==> src/rtl/bxr_pkg.sv <==
// Package: shared types for the two-bus storage register.
// Assumes: no other definitions are needed by the submodules.
package bxr_pkg;

    // Where the next stored word comes from.
    typedef enum logic [1:0] {
        SRC_SHIFT = 2'd0,
        SRC_A     = 2'd1,
        SRC_B     = 2'd2,
        SRC_HOLD  = 2'd3
    } src_sel_e;

    // Decoded control word passed from the decoder to the datapath.
    typedef struct packed {
        src_sel_e src;
        logic     bypass;
        logic     a_oe;
        logic     b_oe;
    } ctrl_t;

endpackage

==> src/rtl/bxr_ctrl.sv <==
// Module: bxr_ctrl
// Decodes the four mode inputs into a source select, a bypass flag and
// the two bus enables. Purely combinational.
// Assumes: the inputs are stable around the clock edge; rst_n low forces
// both enables off.
module bxr_ctrl
    import bxr_pkg::*;
(
    input  logic  rst_n,
    input  logic  par_mode,
    input  logic  dir_a2b,
    input  logic  async_xfer,
    input  logic  a_enable,
    output ctrl_t ctrl
);

    // Map the control inputs onto the source select, bypass and enables.
    always_comb begin
        ctrl = '0;
        if (!par_mode) begin
            ctrl.src    = SRC_SHIFT;
            ctrl.bypass = 1'b0;
        end else if (dir_a2b) begin
            ctrl.src    = a_enable ? SRC_A : SRC_HOLD;
            ctrl.bypass = async_xfer;
        end else begin
            ctrl.src    = SRC_B;
            ctrl.bypass = async_xfer;
        end
        ctrl.b_oe = rst_n & dir_a2b;
        ctrl.a_oe = rst_n & ~dir_a2b & a_enable;
    end

endmodule

==> src/rtl/bxr_stages.sv <==
// Module: bxr_stages
// The WIDTH storage flops, the next-state selection (shift, load from A,
// load from B, hold) and the transparent bypass that gives the visible word.
// Assumes: synchronous active-low reset; the bypass is only requested in
// parallel mode.
module bxr_stages
    import bxr_pkg::*;
#(
    parameter int WIDTH = 8
) (
    input  logic             clk,
    input  logic             rst_n,
    input  src_sel_e         src,
    input  logic             bypass,
    input  logic             ser_in,
    input  logic [WIDTH-1:0] a_in,
    input  logic [WIDTH-1:0] b_in,
    output logic [WIDTH-1:0] store_q,
    output logic [WIDTH-1:0] view
);

    logic [WIDTH-1:0] shift_d;
    logic [WIDTH-1:0] next_d;

    // Per-stage shift input: stage 0 takes the serial bit, others the stage below.
    for (genvar i = 0; i < WIDTH; i++) begin : g_shift
        if (i == 0) begin : g_first
            assign shift_d[i] = ser_in;
        end else begin : g_rest
            assign shift_d[i] = store_q[i-1];
        end
    end

    // Choose the next stored word from the decoded source.
    always_comb begin
        unique case (src)
            SRC_SHIFT: next_d = shift_d;
            SRC_A:     next_d = a_in;
            SRC_B:     next_d = b_in;
            default:   next_d = store_q;
        endcase
    end

    // Storage flops with synchronous clear.
    always_ff @(posedge clk) begin
        if (!rst_n) begin
            store_q <= '0;
        end else begin
            store_q <= next_d;
        end
    end

    // Visible word: the source itself during a transparent transfer.
    always_comb begin
        view = bypass ? next_d : store_q;
    end

endmodule

==> src/rtl/bxr_drive.sv <==
// Module: bxr_drive
// Presents the visible word on whichever bus is enabled; an undriven bus
// reads zero.
// Assumes: at most one enable is high at a time (the decoder ensures it).
module bxr_drive #(
    parameter int WIDTH = 8
) (
    input  logic [WIDTH-1:0] view,
    input  logic             a_oe,
    input  logic             b_oe,
    output logic [WIDTH-1:0] a_out,
    output logic [WIDTH-1:0] b_out
);

    // Gate the visible word onto each bus by its enable.
    always_comb begin
        a_out = a_oe ? view : '0;
        b_out = b_oe ? view : '0;
    end

endmodule

==> src/rtl/bus_xfer_reg.sv <==
// Module: bus_xfer_reg (top)
// Storage register between two parallel buses with a serial input. It
// supports synchronous and transparent parallel transfer, recirculation and
// A-bus gating.
// Assumes: a single clock; synchronous active-low reset.
module bus_xfer_reg
    import bxr_pkg::*;
#(
    parameter int WIDTH = 8
) (
    input  logic             clk,
    input  logic             rst_n,
    input  logic             par_mode,
    input  logic             dir_a2b,
    input  logic             async_xfer,
    input  logic             a_enable,
    input  logic             ser_in,
    input  logic [WIDTH-1:0] a_in,
    output logic [WIDTH-1:0] a_out,
    output logic             a_oe,
    input  logic [WIDTH-1:0] b_in,
    output logic [WIDTH-1:0] b_out,
    output logic             b_oe,
    output logic             ser_out
);

    ctrl_t            ctrl;
    logic [WIDTH-1:0] store_q;
    logic [WIDTH-1:0] view;

    bxr_ctrl u_ctrl (
        .rst_n      (rst_n),
        .par_mode   (par_mode),
        .dir_a2b    (dir_a2b),
        .async_xfer (async_xfer),
        .a_enable   (a_enable),
        .ctrl       (ctrl)
    );

    bxr_stages #(.WIDTH(WIDTH)) u_stages (
        .clk     (clk),
        .rst_n   (rst_n),
        .src     (ctrl.src),
        .bypass  (ctrl.bypass),
        .ser_in  (ser_in),
        .a_in    (a_in),
        .b_in    (b_in),
        .store_q (store_q),
        .view    (view)
    );

    bxr_drive #(.WIDTH(WIDTH)) u_drive (
        .view  (view),
        .a_oe  (ctrl.a_oe),
        .b_oe  (ctrl.b_oe),
        .a_out (a_out),
        .b_out (b_out)
    );

    // Bring the enables and the chaining tap out to the ports.
    assign a_oe    = ctrl.a_oe;
    assign b_oe    = ctrl.b_oe;
    assign ser_out = store_q[WIDTH-1];

endmodule

==> config.mk <==
export PLATFORM = sky130hd
export DESIGN_NAME = bus_xfer_reg
export DESIGN_NICKNAME = d
export VERILOG_FILES = /design/src/rtl/bxr_pkg.sv /design/src/rtl/bxr_ctrl.sv /design/src/rtl/bxr_stages.sv /design/src/rtl/bxr_drive.sv /design/src/rtl/bus_xfer_reg.sv
export SDC_FILE = /design/constraint.sdc
export NUM_CORES = 1
export LEC_CHECK = 0
export BUFFER_PORTS_ARGS = -buffer_cell sky130_fd_sc_hd__buf_4
export CAP_MARGIN = 25
export CORE_MARGIN = 2
export CORE_UTILIZATION = 35
export CTS_CLUSTER_DIAMETER = 100
export DETAILED_ROUTE_END_ITERATION = 8
export GPL_TIMING_DRIVEN = 0
export HOLD_SLACK_MARGIN = 0.15
export SYNTH_ARGS = -nofsm -noshare
export SYNTH_HDL_FRONTEND = slang
export SYNTH_SLANG_ARGS = --single-unit
==> constraint.sdc <==
create_clock -name clk -period 0.9 [get_ports clk]
set_input_delay 0.09 -clock clk [delete_from_list [all_inputs] [get_ports clk]]
set_output_delay 0.09 -clock clk [all_outputs]
set_load 0.02 [all_outputs]
==> results of run 1 <==
[cell usage in the layout (no fill, tap or decap), types with 3 or more instances in the layout]
| master | n |
|---|---|
| a21oi_1 | 7 |
| a21oi_2 | 4 |
| a21oi_4 | 13 |
| buf_12 | 3 |
| buf_4 | 37 |
| buf_6 | 13 |
| clkbuf_4 | 3 |
| dfxtp_4 | 6 |
| nand2_1 | 6 |
| nand3b_1 | 7 |
| nand3b_4 | 4 |
| nor3_2 | 7 |
| nor3_4 | 9 |
| o221ai_1 | 8 |
| or2_1 | 3 |
| or2_4 | 5 |
[through the flow]
step           TNS (ps)  hold slack (ps)  area (um^2)  power (W)
2_1_floorplan      -323              315          947   0.000782
3_3_place_gp      -4300              418         1280   0.000950
3_5_place_dp      -4610              423         1280   0.000958
4_1_cts           -3290              155         1580    0.00138
5_1_grt           -3740              213         1650    0.00150
6_report          -2910              163         1650    0.00140
[worst max-delay path, cell delays in order]
cell	delay [ps]
buf_4	80
buf_4	210
nand3b_1	180
a21oi_4	240
nor3_2	50
buf_4	150
[final cells by class]
type	count	area, um^2
clock buffers	3	22.5
plain buffers	8	95.1
well taps	30	37.5
multi-input cells	79	836
fillers	204	779
repair buffers	50	469
inverters	2	7.51
flip-flops and latches	8	185
[worst paths after layout]
check | cells past startpoint | startpoint | end | slack (ps)
worst min register to register | 2 | u_stages.store_q[2]$_SDFF_PN0_ | u_stages.store_q[2]$_SDFF_PN0_ | 570
worst min-delay path | 3 | ser_in | u_stages.store_q[0]$_SDFF_PN0_ | 160
worst max-delay path | 6 | a_enable | a_out[3] | -200
worst max register to register | 3 | u_stages.store_q[6]$_SDFF_PN0_ | u_stages.store_q[6]$_SDFF_PN0_ | 90
[metal layers]
layer	up-vias	GRT usage, %	routed length, um	share of wire, %
met5	-	0	0	0
met4	0	7.08	27	0.96
met3	5	3.61	153	5.4
met2	36	41.8	1500	53
met1	439	23.7	1130	40
li1	471	-	-	-
[report_power, final]
group | total, W | switching (W) | internal, W
clock | 0.000275 | 0.000122 | 0.000153
sequential | 0.000421 | 0.0000366 | 0.000385
combinational | 0.000708 | 0.000353 | 0.000356
[kinds of logic (layout without fill, tap and decap cells)]
logic type,after synthesis,count (layout),share of synthesized area [%]
AO/OA/AOI/OAI,32,32,28.4
buffers and inverters,10,63,11.2
flip-flops,8,8,18.2
AND/OR/NAND/NOR,46,47,42.2
[what timing repair did]
action	CTS	global route
pin swaps	26	10
cloned	3	0
buffers inserted	10	4
endpoints found under the setup margin	18	19
resized for setup	35	19
hold buffers	0	0
==> results.md, run 1 <==
- The flow ran to the end, but the final reports show violations.
- The checks that failed: setup timing.
- The largest registers in the layout are u_stages.store_q (8).
- Yosys printed 0 warnings.
- The count of final hold-check violations was 0.
- The element type at the critical path end is an output port.
- The TritonCTS buffer count is 3.
- Counting every sink on the clock net gives 8.
- STA classifies the critical path startpoint as a primary input.
- The part of the Yosys area used for sequential elements is 18.2%.
- Setup repair after global routing could not meet its margin everywhere.
- The first detailed-routing pass ran for 5 iterations.
- For this block, the initial DRC count from the detailed router was 11.
- The worst IR drop on VDD is 0.000597 V.
- Once routing completed, OpenROAD measured the worst setup slack at -200 ps.
- The final clock period utilization by the worst path is 122%.
- Synthesis produced a netlist with a net count of 119.
- The clock passes through at most 2 buffers.
- The highest attainable clock frequency is 909 MHz.
- The initial antenna violation count is 0.
- The placed wire-length estimate after detailed placement is 1840 um.
- For this run the aggregate overflow at the end of global routing stands at 0.
- The final antenna-violating net count is 0.
- The number of slew-limit violations in the final report is 0.
- The post-layout net count is 175.
- Once the floorplan was initialized, standard cells occupied 36.2% of the core.
- The clock reaches the later pin of the worst-skew pair after 250 ps.
- The placeable core region is 2430 um^2.
- After detailed routing, the average wire length per cell comes to 15.7 um.
- The global placer's final weighted congestion is 0.740.
- The share of cells above drive strength 1 is 77.3%.
- Counting tap cells, the placed design contains a total of 165 instances.
- The areal power density over the cells is 850 nW/um^2.
- The floorplan die width is 54.2 um.
- Across all layers, the routed design uses 951 vias.
- The combined global-route utilization of all metal layers is 21.8%.
- The final instance count without filler cells is 180.
- Across the routed clock network, the largest skew measured is 2.54 ps.
- The setup-violating endpoint count in the final report is 18.
- The clock tree from TritonCTS is built.
- The mapped netlist covers 881 um^2.
- The setup path with the least slack is of type in -> out.
- The first-pass GRT wire length is 4490 um.
- In this run the number of H-tree levels came out at 1.
- In the routed design, unresolved DRC markers number 0.
- The final layout contains routed wiring with a total length of 2820 um.
- The synthesized instance count is 96.
- Counting flops with a built-in enable in the synthesized netlist gives 0.
- Ranked by flip-flop count, first place goes to u_stages.store_q.
- During I/O placement, the number of pins put on the boundary was 42.
- The area enclosed by the die boundary is 2930 um^2.
- Summed over all cells, the static leakage comes to 0.695 nW.
- The via-per-instance ratio is 5.28.
- Relative to the synthesized area, the layout overhead comes to 87.6%.
- The maximum fanout encountered on the critical timing path is 11.
- The worst max-slew margin expressed relative to the limit is 81.5%.
- The critical path arrival is 1010 ps.
- The final cell utilization of the core is 68.0%.
- The dominant cell by count in the synthesized netlist is a21oi_2.
- The floorplan has 18 rows.
- The min-delay analysis places its worst path in the category in -> reg.
- The register with the most flip-flops in the layout has 8 of them.
- From bottom edge to top edge, the die measures 54.2 um.
- The count of state elements after synthesis is 8.
- For this run, asynchronously set or reset flops after synthesis account for 0%.
- The number of distinct library cell variants in the gate-level netlist after synthesis is 19.
- A synthesized cell averages 9.18 um^2.
- The number of port buffers is 39.
- After synthesis, the cell types taking the most area are dfxtp_1 (18%), a21oi_2 (16%), nor3_2 (16%), o221ai_1 (8.0%), nand3b_1 (6.0%).
- The share of Yosys cell area claimed by the top area cell type is 18.2%.
- Clock-pin slew was measured on the worst setup and hold paths at 50 ps.
- For the pin with the worst max-slew slack, the measured transition is 278 ps.
- The tool flagged a number of max-cap violations equal to 0.
- Of all cell types, the one taking the most synthesized area is dfxtp_1.
- The root cell of the clock tree is clkbuf_4.
- The number of inserted diodes is 0.
- The via count of the first global-routing pass is 983.
- The pre-CTS setup slack is -285 ps.
- The most common flop cell mapped by yosys is dfxtp_1.
- The shortest period the worst path allows is 1100 ps.
- By count the netlist is led by a21oi_2 (16), nor3_2 (14).
- Data on the critical path is required at its endpoint by 810 ps.
- Entering global routing, the biggest net connects 12 pins.
Power figures use the tool's default switching activity.
==> inputs of run 2 (changes only) <==
--- a/config.mk
+++ b/config.mk
@@ -13,6 +13,7 @@
 export DETAILED_ROUTE_END_ITERATION = 8
 export GPL_TIMING_DRIVEN = 0
 export HOLD_SLACK_MARGIN = 0.15
+export PLACE_DENSITY = 0.64
 export SYNTH_ARGS = -nofsm -noshare
 export SYNTH_HDL_FRONTEND = slang
 export SYNTH_SLANG_ARGS = --single-unit
==> run 2 against run 1 <==
The flow still finishes with violations (setup timing). Setup slack lost 9.8 ps. First-iteration DRC count shrank 55%. Hold slack gained 3.5 ps. Sequential share of layout area shrank 1.0 points. Routed wire length grew 6.6%. Combinational power grew 4.2%. Critical endpoint is now a_out[2]. Largest cell class unchanged. Highest routed layer unchanged.
==> results.md, run 2 (same netlist as run 1, synthesis figures left out) <==
- The run finished, with violations left.
- The checks that failed: setup timing.
- The source-to-sink clock delay at the later pin of the worst-skew pair is 260 ps.
- The critical path in this run is classified as in -> out.
- The pin slew with the least headroom to its limit is 221 ps.
- Entering global routing, the biggest net connects 11 pins.
- Of all nets on the critical path, the largest fanout is 6.
- The number of design rule violations left after detail routing is 0.
- The root cell of the clock tree is clkbuf_4.
- The worst-case IR drop observed on VDD is 0.000502 V.
- Setup violations remaining at the end of the flow were counted as 20.
- The routed design has 3000 um of wire.
- TritonCTS built the clock tree.
- In the final design database the tool counted 182 nets.
- Derived from the worst setup path, the maximum achievable clock frequency is 901 MHz.
- The number of ports placed on the die boundary is 42.
- In the finished design, the share of the clock period the worst path needs comes to 123%.
- Once routing completed, OpenROAD measured the worst setup slack at -210 ps.
- The worst setup skew after layout is 11.1 ps.
- At the placement stage, the worst setup path has a slack of -301 ps.
- Leaving out fill and tap cells, the most frequent cells in the layout are buf_4 (38), buf_6 (18), a21oi_4 (10), nor3_4 (10).
- The initial antenna violation count came to 0.
- The number of port buffers is 39.
- For this design the ratio of total power to cell area is 856 nW/um^2.
- Hold repair after CTS inserted 0 buffers.
- The tree built by TritonCTS fans out to 8 sinks.
- The placeable core region is 2430 um^2.
- In the routed layout, each cell is associated on average with a via count of 5.33.
- Across all hold checks on the routed design, the worst slack comes to 167 ps.
- For the finished layout, the period the worst path requires is 1110 ps.
- Of the cells placed in the final design, the portion with a size suffix greater than 1 is 76.4%.
- Setup repair after global routing could not meet its margin everywhere.
- The element type at the critical path end is an output port.
- The class of the most critical hold timing path is in -> reg.
- The final antenna-violating net count is 0.
- The type of element launching the critical path is a primary input.
- The die is 54.2 um wide.
- The critical path arrival is 1020 ps.
- The number of slew-limit violations in the final report was 0.
- Summed over all layers, the global routing overflow is 0.
- The effective utilization at floorplan is 36.2%.
- The first global-routing pass estimated 4660 um of wire.
- After legalization and detailed placement, the total HPWL measured 1890 um.
- Counting instances, the worst hold path has a depth of 3.
- In the final layout, the registers with the most flip-flops are u_stages.store_q (8).
- Buffers inserted during clock tree synthesis total 3.
- The area enclosed by the die boundary is 2930 um^2.
- The via count of the first global-routing pass came to 1022.
- After detailed routing, the average wire length per cell comes to 16.1 um.
- In this run the number of H-tree levels came out at 1.
- The count of final hold-check violations was 0.
- The final-layout fill cell count is 190.
- The register with the most flip-flops is u_stages.store_q.
- At the worst endpoint, the required time is 810 ps.
- The clock-pin slew on the worst setup and hold paths is 50 ps.
- The flip-flop count of the largest register after layout is 8.
- The max-cap violation count is 0.
- 0 antenna diodes ended up in the layout.
- The detailed router's first-iteration violation count is 5.
- The row count is 18.
- The leakage power summed over all cells is 0.716 nW.
- The length of the first detailed-routing pass in iterations is 4.
- The total via count after detailed routing is 997.
- In this run the deepest clock path goes through 2 buffers.
- The global placer's final weighted congestion is 0.774.
- The die is 54.2 um tall.
- The worst max-slew margin expressed relative to the limit is 85.3%.
- The design draws 0.00146 W.
- The slack of the worst reg-to-reg path is 30 ps.
- The cell depth of the worst flop-to-flop path is 3.
- In the global route stage, overall resource usage came out at 22.7%.
- The most frequent standard cell in the layout excluding fill and tap cells is buf_4.
- The area growth from synthesis to layout is 93.0%.
run 2: cell count changes in the layout (fill, tap and decap cells not counted), sizes merged:
cell,before,now
clkbuf,3,4
nand3b,11,10
buf,58,65
run 2: critical path, cell delays in order:
cell     delay [ps]
buf_8           110
buf_8           130
or2_1           230
a21oi_2         220
nor3_2           70
buf_4           160
run 2: path summary, 6_finish.rpt:
kind | endpoint | startpoint
worst max-delay path | a_out[2] | dir_a2b
worst min-delay path | u_stages.store_q[0]$_SDFF_PN0_ | ser_in
worst max register to register | u_stages.store_q[3]$_SDFF_PN0_ | u_stages.store_q[2]$_SDFF_PN0_
worst min register to register | u_stages.store_q[0]$_SDFF_PN0_ | u_stages.store_q[0]$_SDFF_PN0_
run 2: repair_timing:
action / 4_1_cts / 5_1_grt
pin swaps: 23 / 9
resized for setup: 45 / 5
buffers inserted: 16 / 1
endpoints found under the setup margin: 18 / 20
cloned: 2 / 0
run 2: layout make-up:
type,count,area (um^2),area share [%]
Buffer,8,97.6,5.74
Clock buffer,3,22.5,1.32
Inverter,2,7.51,0.442
Multi-Input combinational cell,78,795,46.7
Sequential cell,8,173,10.2
Tap cell,30,37.5,2.21
Timing Repair Buffer,58,568,33.4
run 2: per-layer routing:
metal	vias to the layer above	global-route usage, %	part of all wire [%]
met1	467	25.0	39
met5	-	0	0
met4	0	9.58	1.5
li1	483	-	-
met3	7	3.89	6.8
met2	40	42.0	52
run 2: stage by stage:
| step | instances | setup TNS (ps) | area (um^2) | util, % |
|---|---|---|---|---|
| floorplan | 96 | -323 | 947 | - |
| global placement | 165 | -4260 | 1280 | 52.5 |
| detailed placement | 165 | -4630 | 1280 | 52.5 |
| CTS | 186 | -3210 | 1660 | 68.2 |
| global route | 187 | -4140 | 1700 | 69.9 |
| finish | 187 | -3410 | 1700 | 69.9 |
run 2: where the power goes:
group	internal, W	switching [W]	total [W]	leakage (nW)
registers	0.000390	0.0000350	0.000425	0.0691
clock network	0.000154	0.000139	0.000293	0.0138
logic	0.000378	0.000360	0.000738	0.633
total	0.000922	0.000534	0.00146	0.716
